<file path="src/rtl/ata_win_pkg.sv">
package ata_win_pkg;
  // window offsets whose decode other logic relies on
  localparam int OFF_RTIM  = 0;
  localparam int OFF_WTIM  = 1;
  localparam int OFF_LOCK  = 2;
  localparam int OFF_CTRL  = 3;
  localparam int OFF_STRAP = 5;
  localparam int OFF_MISC  = 6;
  localparam int OFF_KEY_RD = 1;

  localparam logic [7:0] KEY_UNLOCK = 8'h03;
  localparam logic [7:0] KEY_RELOCK = 8'h83;
  localparam logic [7:0] KEY_COMMIT = 8'h85;

  typedef enum logic [1:0] {
    SEQ_IDLE = 2'd0,
    SEQ_ONE  = 2'd1,
    SEQ_TWO  = 2'd2
  } seq_t;
endpackage

</file>
<file path="src/rtl/ata_win_seq.sv">
module ata_win_seq
  import ata_win_pkg::*;
#(
  parameter int ADDR_W = 3,
  parameter int BYTE_W = 8
) (
  input  logic              clk,
  input  logic              rst_n,
  input  logic [ADDR_W-1:0] addr,
  input  logic              rd8,
  input  logic              rd16,
  input  logic              wr8,
  input  logic              wr16,
  input  logic [BYTE_W-1:0] wbyte,
  output logic              cfg_mode
);
  seq_t       st_q;
  logic [2:0] n_strb;
  logic       any_acc, one_acc;
  logic       key_rd, key_wr, relock_wr;

  assign n_strb    = 3'(rd8) + 3'(rd16) + 3'(wr8) + 3'(wr16);
  assign any_acc   = (n_strb != 3'd0);
  assign one_acc   = (n_strb == 3'd1);
  assign key_rd    = one_acc && rd16 && (addr == ADDR_W'(OFF_KEY_RD));
  assign key_wr    = one_acc && wr8 && (addr == ADDR_W'(OFF_LOCK)) &&
                     (wbyte == BYTE_W'(KEY_UNLOCK));
  assign relock_wr = one_acc && wr8 && (addr == ADDR_W'(OFF_LOCK)) &&
                     (wbyte == BYTE_W'(KEY_RELOCK));

  always_ff @(posedge clk) begin
    if (!rst_n) begin
      cfg_mode <= 1'b0;
      st_q     <= SEQ_IDLE;
    end else if (cfg_mode) begin
      st_q <= SEQ_IDLE;
      if (relock_wr) cfg_mode <= 1'b0;
    end else if (any_acc) begin
      unique case (st_q)
        SEQ_IDLE: st_q <= key_rd ? SEQ_ONE : SEQ_IDLE;
        SEQ_ONE:  st_q <= key_rd ? SEQ_TWO : SEQ_IDLE;
        SEQ_TWO: begin
          st_q <= SEQ_IDLE;
          if (key_wr) cfg_mode <= 1'b1;
        end
        default:  st_q <= SEQ_IDLE;
      endcase
    end
  end
endmodule

</file>
<file path="src/rtl/ata_win_cfg.sv">
module ata_win_cfg
  import ata_win_pkg::*;
#(
  parameter int ADDR_W     = 3,
  parameter int BYTE_W     = 8,
  parameter int NUM_DRIVES = 2,
  parameter int SETUP_W    = 4
) (
  input  logic                         clk,
  input  logic                         rst_n,
  input  logic                         wr_en,
  input  logic [ADDR_W-1:0]            addr,
  input  logic [BYTE_W-1:0]            wbyte,
  input  logic                         strap,
  output logic [BYTE_W-1:0]            rbyte,
  output logic [NUM_DRIVES*BYTE_W-1:0] rd_tim_o,
  output logic [NUM_DRIVES*BYTE_W-1:0] wr_tim_o,
  output logic [SETUP_W-1:0]           setup_o,
  output logic                         live_o
);
  localparam int SEL_W = (NUM_DRIVES > 1) ? $clog2(NUM_DRIVES) : 1;

  logic [BYTE_W-1:0] misc_q, ctrl_q;
  logic [SEL_W-1:0]  sel;
  logic [BYTE_W-1:0] stg_rd [NUM_DRIVES];
  logic [BYTE_W-1:0] stg_wr [NUM_DRIVES];
  logic              commit;

  assign sel    = misc_q[SEL_W-1:0];
  assign commit = wr_en && (addr == ADDR_W'(OFF_CTRL)) &&
                  (wbyte == BYTE_W'(KEY_COMMIT));

  always_ff @(posedge clk) begin
    if (!rst_n) begin
      misc_q  <= '0;
      ctrl_q  <= '0;
      setup_o <= '0;
      live_o  <= 1'b0;
    end else begin
      if (wr_en && addr == ADDR_W'(OFF_MISC)) misc_q <= wbyte;
      if (wr_en && addr == ADDR_W'(OFF_CTRL)) ctrl_q <= wbyte;
      if (commit) begin
        setup_o <= misc_q[BYTE_W-1 -: SETUP_W];
        live_o  <= 1'b1;
      end
    end
  end

  for (genvar g = 0; g < NUM_DRIVES; g++) begin : g_drive
    logic hit;
    assign hit = wr_en && (sel == SEL_W'(g));
    always_ff @(posedge clk) begin
      if (!rst_n) begin
        stg_rd[g]                    <= '0;
        stg_wr[g]                    <= '0;
        rd_tim_o[g*BYTE_W +: BYTE_W] <= '0;
        wr_tim_o[g*BYTE_W +: BYTE_W] <= '0;
      end else begin
        if (hit && addr == ADDR_W'(OFF_RTIM)) stg_rd[g] <= wbyte;
        if (hit && addr == ADDR_W'(OFF_WTIM)) stg_wr[g] <= wbyte;
        if (commit) begin
          rd_tim_o[g*BYTE_W +: BYTE_W] <= stg_rd[g];
          wr_tim_o[g*BYTE_W +: BYTE_W] <= stg_wr[g];
        end
      end
    end
  end

  always_comb begin
    rbyte = '0;
    if (addr == ADDR_W'(OFF_RTIM))       rbyte = stg_rd[sel];
    else if (addr == ADDR_W'(OFF_WTIM))  rbyte = stg_wr[sel];
    else if (addr == ADDR_W'(OFF_CTRL))  rbyte = ctrl_q;
    else if (addr == ADDR_W'(OFF_STRAP)) rbyte = BYTE_W'(strap);
    else if (addr == ADDR_W'(OFF_MISC))  rbyte = misc_q;
  end
endmodule

</file>
<file path="src/rtl/ata_win_route.sv">
module ata_win_route #(
  parameter int ADDR_W = 3,
  parameter int DATA_W = 16,
  parameter int BYTE_W = 8
) (
  input  logic              cfg_mode,
  input  logic [ADDR_W-1:0] addr,
  input  logic              rd8,
  input  logic              rd16,
  input  logic              wr8,
  input  logic              wr16,
  input  logic [DATA_W-1:0] wdata,
  input  logic [BYTE_W-1:0] cfg_rbyte,
  input  logic [DATA_W-1:0] tf_rdata,
  output logic [DATA_W-1:0] rdata,
  output logic              cfg_wr_en,
  output logic [ADDR_W-1:0] tf_addr,
  output logic              tf_rd8,
  output logic              tf_rd16,
  output logic              tf_wr8,
  output logic              tf_wr16,
  output logic [DATA_W-1:0] tf_wdata
);
  logic single;
  assign single = (3'(rd8) + 3'(rd16) + 3'(wr8) + 3'(wr16)) == 3'd1;

  assign tf_addr  = addr;
  assign tf_wdata = wdata;
  assign tf_rd8   = rd8  && !cfg_mode;
  assign tf_rd16  = rd16 && !cfg_mode;
  assign tf_wr8   = wr8  && !cfg_mode;
  assign tf_wr16  = wr16 && !cfg_mode;

  assign cfg_wr_en = cfg_mode && single && (wr8 || wr16);
  assign rdata     = cfg_mode ? DATA_W'(cfg_rbyte) : tf_rdata;
endmodule

</file>
<file path="src/rtl/ata_win_unlock.sv">
module ata_win_unlock #(
  parameter int ADDR_W     = 3,
  parameter int DATA_W     = 16,
  parameter int BYTE_W     = 8,
  parameter int NUM_DRIVES = 2,
  parameter int SETUP_W    = 4
) (
  input  logic                         clk,
  input  logic                         rst_n,
  input  logic [ADDR_W-1:0]            io_addr,
  input  logic                         io_rd8,
  input  logic                         io_rd16,
  input  logic                         io_wr8,
  input  logic                         io_wr16,
  input  logic [DATA_W-1:0]            io_wdata,
  output logic [DATA_W-1:0]            io_rdata,
  output logic                         cfg_mode,
  output logic [ADDR_W-1:0]            tf_addr,
  output logic                         tf_rd8,
  output logic                         tf_rd16,
  output logic                         tf_wr8,
  output logic                         tf_wr16,
  output logic [DATA_W-1:0]            tf_wdata,
  input  logic [DATA_W-1:0]            tf_rdata,
  input  logic                         clk25_strap,
  output logic [NUM_DRIVES*BYTE_W-1:0] drv_rd_tim,
  output logic [NUM_DRIVES*BYTE_W-1:0] drv_wr_tim,
  output logic [SETUP_W-1:0]           addr_setup,
  output logic                         timing_live
);
  logic [BYTE_W-1:0] cfg_rbyte;
  logic              cfg_wr_en;

  ata_win_seq #(.ADDR_W(ADDR_W), .BYTE_W(BYTE_W)) u_seq (
    .clk(clk), .rst_n(rst_n), .addr(io_addr),
    .rd8(io_rd8), .rd16(io_rd16), .wr8(io_wr8), .wr16(io_wr16),
    .wbyte(io_wdata[BYTE_W-1:0]), .cfg_mode(cfg_mode)
  );

  ata_win_route #(.ADDR_W(ADDR_W), .DATA_W(DATA_W), .BYTE_W(BYTE_W)) u_route (
    .cfg_mode(cfg_mode), .addr(io_addr),
    .rd8(io_rd8), .rd16(io_rd16), .wr8(io_wr8), .wr16(io_wr16),
    .wdata(io_wdata), .cfg_rbyte(cfg_rbyte), .tf_rdata(tf_rdata),
    .rdata(io_rdata), .cfg_wr_en(cfg_wr_en), .tf_addr(tf_addr),
    .tf_rd8(tf_rd8), .tf_rd16(tf_rd16), .tf_wr8(tf_wr8), .tf_wr16(tf_wr16),
    .tf_wdata(tf_wdata)
  );

  ata_win_cfg #(
    .ADDR_W(ADDR_W), .BYTE_W(BYTE_W), .NUM_DRIVES(NUM_DRIVES), .SETUP_W(SETUP_W)
  ) u_cfg (
    .clk(clk), .rst_n(rst_n), .wr_en(cfg_wr_en), .addr(io_addr),
    .wbyte(io_wdata[BYTE_W-1:0]), .strap(clk25_strap), .rbyte(cfg_rbyte),
    .rd_tim_o(drv_rd_tim), .wr_tim_o(drv_wr_tim), .setup_o(addr_setup),
    .live_o(timing_live)
  );
endmodule

</file>
<file path="config.mk">
export PLATFORM = sky130hd
export DESIGN_NAME = ata_win_unlock
export DESIGN_NICKNAME = d
export VERILOG_FILES = /design/src/rtl/ata_win_pkg.sv /design/src/rtl/ata_win_seq.sv /design/src/rtl/ata_win_cfg.sv /design/src/rtl/ata_win_route.sv /design/src/rtl/ata_win_unlock.sv
export SDC_FILE = /design/constraint.sdc
export NUM_CORES = 1
export LEC_CHECK = 0
export ABC_AREA = 1
export BUFFER_PORTS_ARGS = -buffer_cell sky130_fd_sc_hd__buf_4
export CELL_PAD_IN_SITES_DETAIL_PLACEMENT = 1
export CELL_PAD_IN_SITES_GLOBAL_PLACEMENT = 1
export CORE_MARGIN = 1.5
export CORE_UTILIZATION = 25
export DETAILED_ROUTE_END_ITERATION = 10
export PLACE_DENSITY_LB_ADDON = 0.1
export SLEW_MARGIN = 20
export SYNTH_ARGS = -nofsm -noshare
export SYNTH_HDL_FRONTEND = slang
export SYNTH_SLANG_ARGS = --single-unit
</file>
<file path="constraint.sdc">
create_clock -name clk -period 6 [get_ports clk]
set_input_delay 0.6 -clock clk [delete_from_list [all_inputs] [get_ports clk]]
set_output_delay 0.6 -clock clk [all_outputs]
set_load 0.02 [all_outputs]
</file>
# ---- Yosys cells after proc, flatten, opt, wreduce, memory -nomap -nowiden
# Memory sizes are Yosys's and may differ from the RTL's. A register that Yosys moved wholly into a read port is not among the register bits.
# Cells that the tools add are included.
dict set report totals {
  register_bits 24
  ramBits 32
  memories 2
}
# memory depth word_bits read_ports rd_clocked_by_memory_dff write_ports line_no
set mem_list {}
lappend mem_list {u_cfg.stg_rd 2 8 3 3 2 ata_win_cfg.sv:25} ;# logic [BYTE_W-1:0] stg_rd [NUM_DRIVES];
lappend mem_list {u_cfg.stg_wr 2 8 3 3 2 ata_win_cfg.sv:26} ;# logic [BYTE_W-1:0] stg_wr [NUM_DRIVES];
dict set report classes {
  addsub 3
  n_eq_ne 11
  muxes 35
  n_bitwise 6
  reduce_logical 31
}
# op count
set op_table {}
lappend op_table {{two-way mux 8 bit} 9}
lappend op_table {{two-way mux 1 bit} 23}
lappend op_table {{logical AND 1 bit} 21}
lappend op_table {{equality test 8 bit, second input constant} 2}
lappend op_table {{two-way mux 16 bit} 1}
lappend op_table {{equality test 8 x 2 -> 1 bit, second input constant} 1}
lappend op_table {{adder 3 x 1 -> 3 bit} 2}
lappend op_table {{equality test 3 x 1 -> 1 bit, second input constant} 2}
lappend op_table {{equality test 3 x 2 -> 1 bit, second input constant} 2}
lappend op_table {{equality test 3 bit, second input constant} 2}
lappend op_table {{zero test 1 bit} 5}
lappend op_table {{OR 1 bit} 4}
lappend op_table {{case mux 2 bit (2 select lines)} 1}
lappend op_table {{zero test 3 bit} 1}
lappend op_table {{nonzero test 3 bit} 1}
lappend op_table {{adder 1 x 1 -> 2 bit} 1}
lappend op_table {{equality test 2 x 1 -> 1 bit, second input constant} 1}
lappend op_table {{equality test 2 bit, second input constant} 1}
lappend op_table {{zero test 2 bit} 1}
lappend op_table {{two-way mux 2 bit} 1}
lappend op_table {{inverter 1 bit} 2}
lappend op_table {{OR reduction 2 bit} 1}
lappend op_table {{logical OR 1 bit} 1}

# ---- Depth between registers and ports, before layout
dict set report logic_depth {
  depth_word 12
  mapped_depth 12
}

# ---- By module
# Synthesis repeated with hierarchy kept, for this count alone.
dict set report unflattened {
  cells_unflattened 610
  hier_area_um2 4514.3
}
# mod n_inst cells_per_inst area_each_um2 seq_area_each_um2
set by_module_without_submodules {}
lappend by_module_without_submodules {ata_win_cfg 1 477 3771.1 2042.0}
lappend by_module_without_submodules {ata_win_route 1 81 437.9 0.0}
lappend by_module_without_submodules {ata_win_seq 1 52 305.3 60.1}

# ---- Worst setup path before layout
# OpenSTA, ideal clock, no wires.
dict set report synth_timing {
  kind {input to register}
  start {in io_rd8}
  end {mem u_cfg.stg_rd[1][0] (enable)}
  arrival_time_ns 2.495
  required_ns 5.671
  path_slack_ns 3.176
  path_stages 12
  path_buffers 2
  cell_sequence {ha_1 > inv_1 > fa_1 > inv_1 > ha_1 > nor2_1 > nand2_1 > nor2_4 > buf_6 > buf_6 > nand3_1 > nand2_1}
}
# item line_no
set synth_lines {}
lappend synth_lines {{start, declared} ata_win_unlock.sv:11} ;# input logic io_rd8,
lappend synth_lines {{end, declared} ata_win_cfg.sv:25}

# ---- Final worst setup path
dict set report layout_timing {
  start {in io_rd16}
  end {reg u_cfg.rd_tim_o[7] (read register of u_cfg.stg_rd)}
}
dict set report layout_via {
  elab_chain_len 8
}
# item line_no
set layout_rtl {}
lappend layout_rtl {{start, declared} ata_win_unlock.sv:12} ;# input logic io_rd16,
lappend layout_rtl {{adder 1 x 1 -> 2 bit} ata_win_route.sv:25} ;# assign single = (3'(rd8) + 3'(rd16) + 3'(wr8) + 3'(wr16)) == 3'd1;
lappend layout_rtl {{adder 3 x 1 -> 3 bit (2 in series)} ata_win_route.sv:25}
lappend layout_rtl {{equality test 3 x 1 -> 1 bit} ata_win_route.sv:25}
lappend layout_rtl {{logical AND 1 bit (2 in series)} ata_win_route.sv:34} ;# assign cfg_wr_en = cfg_mode && single && (wr8 || wr16);
lappend layout_rtl {{logical AND 1 bit (2 in series)} ata_win_cfg.sv:30} ;# assign commit = wr_en && (addr == ADDR_W'(OFF_CTRL)) &&
lappend layout_rtl {{end, declared} ata_win_cfg.sv:16} ;# output logic [NUM_DRIVES*BYTE_W-1:0] rd_tim_o,
# Every way passes these cells.
# A chain may end at the register's enable or synchronous reset.

==> results_dict.tcl <==
set metrics [dict create \
    status "finished clean" \
    htree_levels 3 \
    finalCritPeriodShare 0.548 \
    start_kind "primary input" \
    dr_total_vias 3860 \
    hold_path.class "reg2reg" \
    synth_area_sq_um 4290 \
    reg2reg_to "u_cfg.rd_tim_o[7]" \
    crit_fanout 37 \
    final_hold_viol_count 0 \
    routed_wirelength_mm 13.8 \
    yosysTopAreaCell "dfxtp_1" \
    clock_latency_ns 0.35 \
    hp-start "u_cfg.wr_tim_o[11]" \
    crit_path_end_kind "flop" \
    slew-limit-headroom 0.291 \
    syn_avg_cell_area_sq_um 7.85 \
    antenna_found_initial 0 \
    grt_pass1_vias 3933 \
    synth_cell_types 29 \
    ys_seq_area_frac 0.490 \
    postPlaceCellArea_sq_um 5030 \
    yosysTopAreaCellShare 0.266 \
    holdPathEnd "u_cfg.wr_tim_o[11]" \
    design.core.area_sq_um 16700 \
    cts_buffers 9 \
    ys.flop_type "dfxtp_1" \
    leakage_nw 2.20 \
    r2r_slack_ns 3.57 \
    worstMarginPinSlew_ns 1.06 \
    dp.cells 821 \
    synth_enable_flop_cells 32 \
    grt_max_degree 54 \
    grt_pass1_wl_mm 22.0 \
    drt_iter0_drc 205 \
    min_path_cells 2 \
    skew_ns 0.00827 \
    n_antenna_cell 0 \
    start_util 0.257 \
    finalSetupTns_ns 0 \
    fmax_mhz 304 \
    postSynthCellCount 547 \
    io_pins 119 \
    instances_no_fill 837 \
    cp.buffers_inverters 3 \
    cp_slowest_stage_delay_ns 0.72 \
    wl_per_cell_microns 16.5 \
    powerDensity_nw_per_um2 245 \
    cts_setup_buffers 0 \
    r2r-start "u_seq.cfg_mode" \
    cts_tree "done" \
    rsz0062_at_grt "no" \
    cts.sinks 89 \
    yosys.cell_count.top_type "nand2_1" \
    cts.path.max_buffers 2 \
    layout.nets 657 \
    worstPathCellList "buf_4, ha_1, inv_1, fa_1, inv_1, ha_1, nor2_1, nand2_1, nor2_4, nand3_4, nand2_1, a21oi_1" \
    crit_family "simple AND/OR/NAND/NOR gates" \
    drc 0 \
    ys_seq_elements 89 \
    synthArstFlopShare 0 \
    final_antenna_net_count 0 \
    critical_path_class "in2reg" \
    clkTransAtPathRegs_ns 0.06 \
    cts_root_buf "clkbuf_16" \
    io_buffers 102 \
    gp_congestion 0.802 \
    holdBufCountCts 0 \
    synth.top_cells.by_count "165 x nand2_1, 61 x nor2_1, 57 x dfxtp_1, 55 x a21oi_1, 44 x nand4_1" \
    cts_resized 0 \
    overflow 0 \
    dp_hpwl_mm 9.95 \
    final_util 0.318 \
    drtPass1Iterations 5 \
    final_area_sq_um 5310 \
    reg2reg_depth 6 \
    synth.area.top_cells "dfxtp_1 27%, edfxtp_1 22%, nand2_1 14%" \
    cp.required_ns 6.19 \
    cp_slowest_cell "nor2_4" \
    holdWs_ns 0.460 \
    rows 47 \
    cp.arrival_ns 3.48 \
    die_h_microns 134 \
    synth_fp_nets 592 \
    drive_above_1_share 0.214 \
    cap_violations 0 \
    ir_worst_vdd_uv 139 \
    area_growth_pct 23.7 \
    ys_warn_count 0 \
    fp.dieW_microns 134 \
    fillers 2048 \
    setup_viol 0 \
    fin_crit_ns 3.29 \
    drv_slew 0 \
    grt_usage 0.159 \
    viasPerCell 4.61 \
    dieArea_sq_um 18000 \
]
-- layout by cell type (no fill, tap or decap), types with 2 or more instances in the layout --
master,instances
edfxtp_1,32
clkinv_1,3
nand4_2,4
inv_2,5
inv_1,31
nand4_1,44
o21ai_0,3
o21ai_1,3
buf_4,104
a21oi_1,55
nor2_1,61
nand2_2,2
nand3_1,22
nand2_1,165
clkbuf_16,9
ha_1,2
clkbuf_1,2
dfxtp_1,57
clkinv_2,2
nor3_1,2
-- power by group --
| part | total, mW | switching [mW] | internal [mW] |
|---|---|---|---|
| Clock | 0.558 | 0.239 | 0.319 |
| Sequential | 0.637 | 0.00547 | 0.631 |
| Combinational | 0.108 | 0.0702 | 0.0379 |
-- logic make-up after synthesis --
kind of cell | after synthesis | synth area share
flops | 89 | 0.490
compound gates | 64 | 0.0763
fa+ha+maj | 3 | 0.0105
simple gates | 304 | 0.317
buf+inv | 87 | 0.107
-- registers in the layout, indices dropped and copies added (netlist names), named ones only --
signal and cells:
u_cfg.rd_tim_o 16, u_cfg.stg_rd 16, u_cfg.stg_wr 16, u_cfg.wr_tim_o 16
u_cfg.ctrl_q 8, u_cfg.misc_q 8, u_cfg.setup_o 4, u_seq.st_q 2
u_cfg.live_o 1, u_seq.cfg_mode 1
-- layer usage --
metal	vias up	global-route usage	routed length [microns]
li1	1930	-	-
met1	1797	0.220	6620
met2	117	0.252	6310
met3	16	0.0234	707
met4	0	0.0544	200
met5	-	0	0
-- through the flow --
step	setup WS (ns)	total power, mW
6_report	2.71	1.30
5_1_grt	2.41	1.35
4_1_cts	2.66	1.32
3_5_place_dp	2.29	0.760
3_3_place_gp	2.41	0.759
2_1_floorplan	3.18	0.716
-- worst reg2reg max path, stage by stage (launching register included) --
cell     delay, ns
dfxtp_1       0.31
buf_4         0.26
o21ai_1       0.17
nor2_4        0.71
nand3_4       0.51
nand2_1       0.23
a21oi_1       0.08
-- cell type report --
cell class                      count  area [sq um]  share of cell area
Sequential cell                    89          2100               0.396
Multi-Input combinational cell    371          1730               0.327
Timing Repair Buffer              104           781               0.147
Tap cell                          220           275              0.0518
Clock buffer                       11           233              0.0438
Inverter                           37           139              0.0261
Clock inverter                      5          47.5             0.00895
-- worst max-delay path by stage --
stage	from	to	slack [ns]	cells past startpoint
2_1_floorplan	io_rd8	u_cfg.stg_rd[1][0]	3.18	12
3_3_place_gp	io_rd16	u_cfg.rd_tim_o[15]	2.41	12
3_5_place_dp	io_rd16	u_cfg.rd_tim_o[9]	2.29	12
4_1_cts	io_rd16	u_cfg.rd_tim_o[9]	2.66	12
5_1_grt	io_rd16	u_cfg.wr_tim_o[7]	2.41	12
6_report	io_rd16	u_cfg.rd_tim_o[7]	2.71	12
No activity file was read; power rests on OpenSTA's default activity.
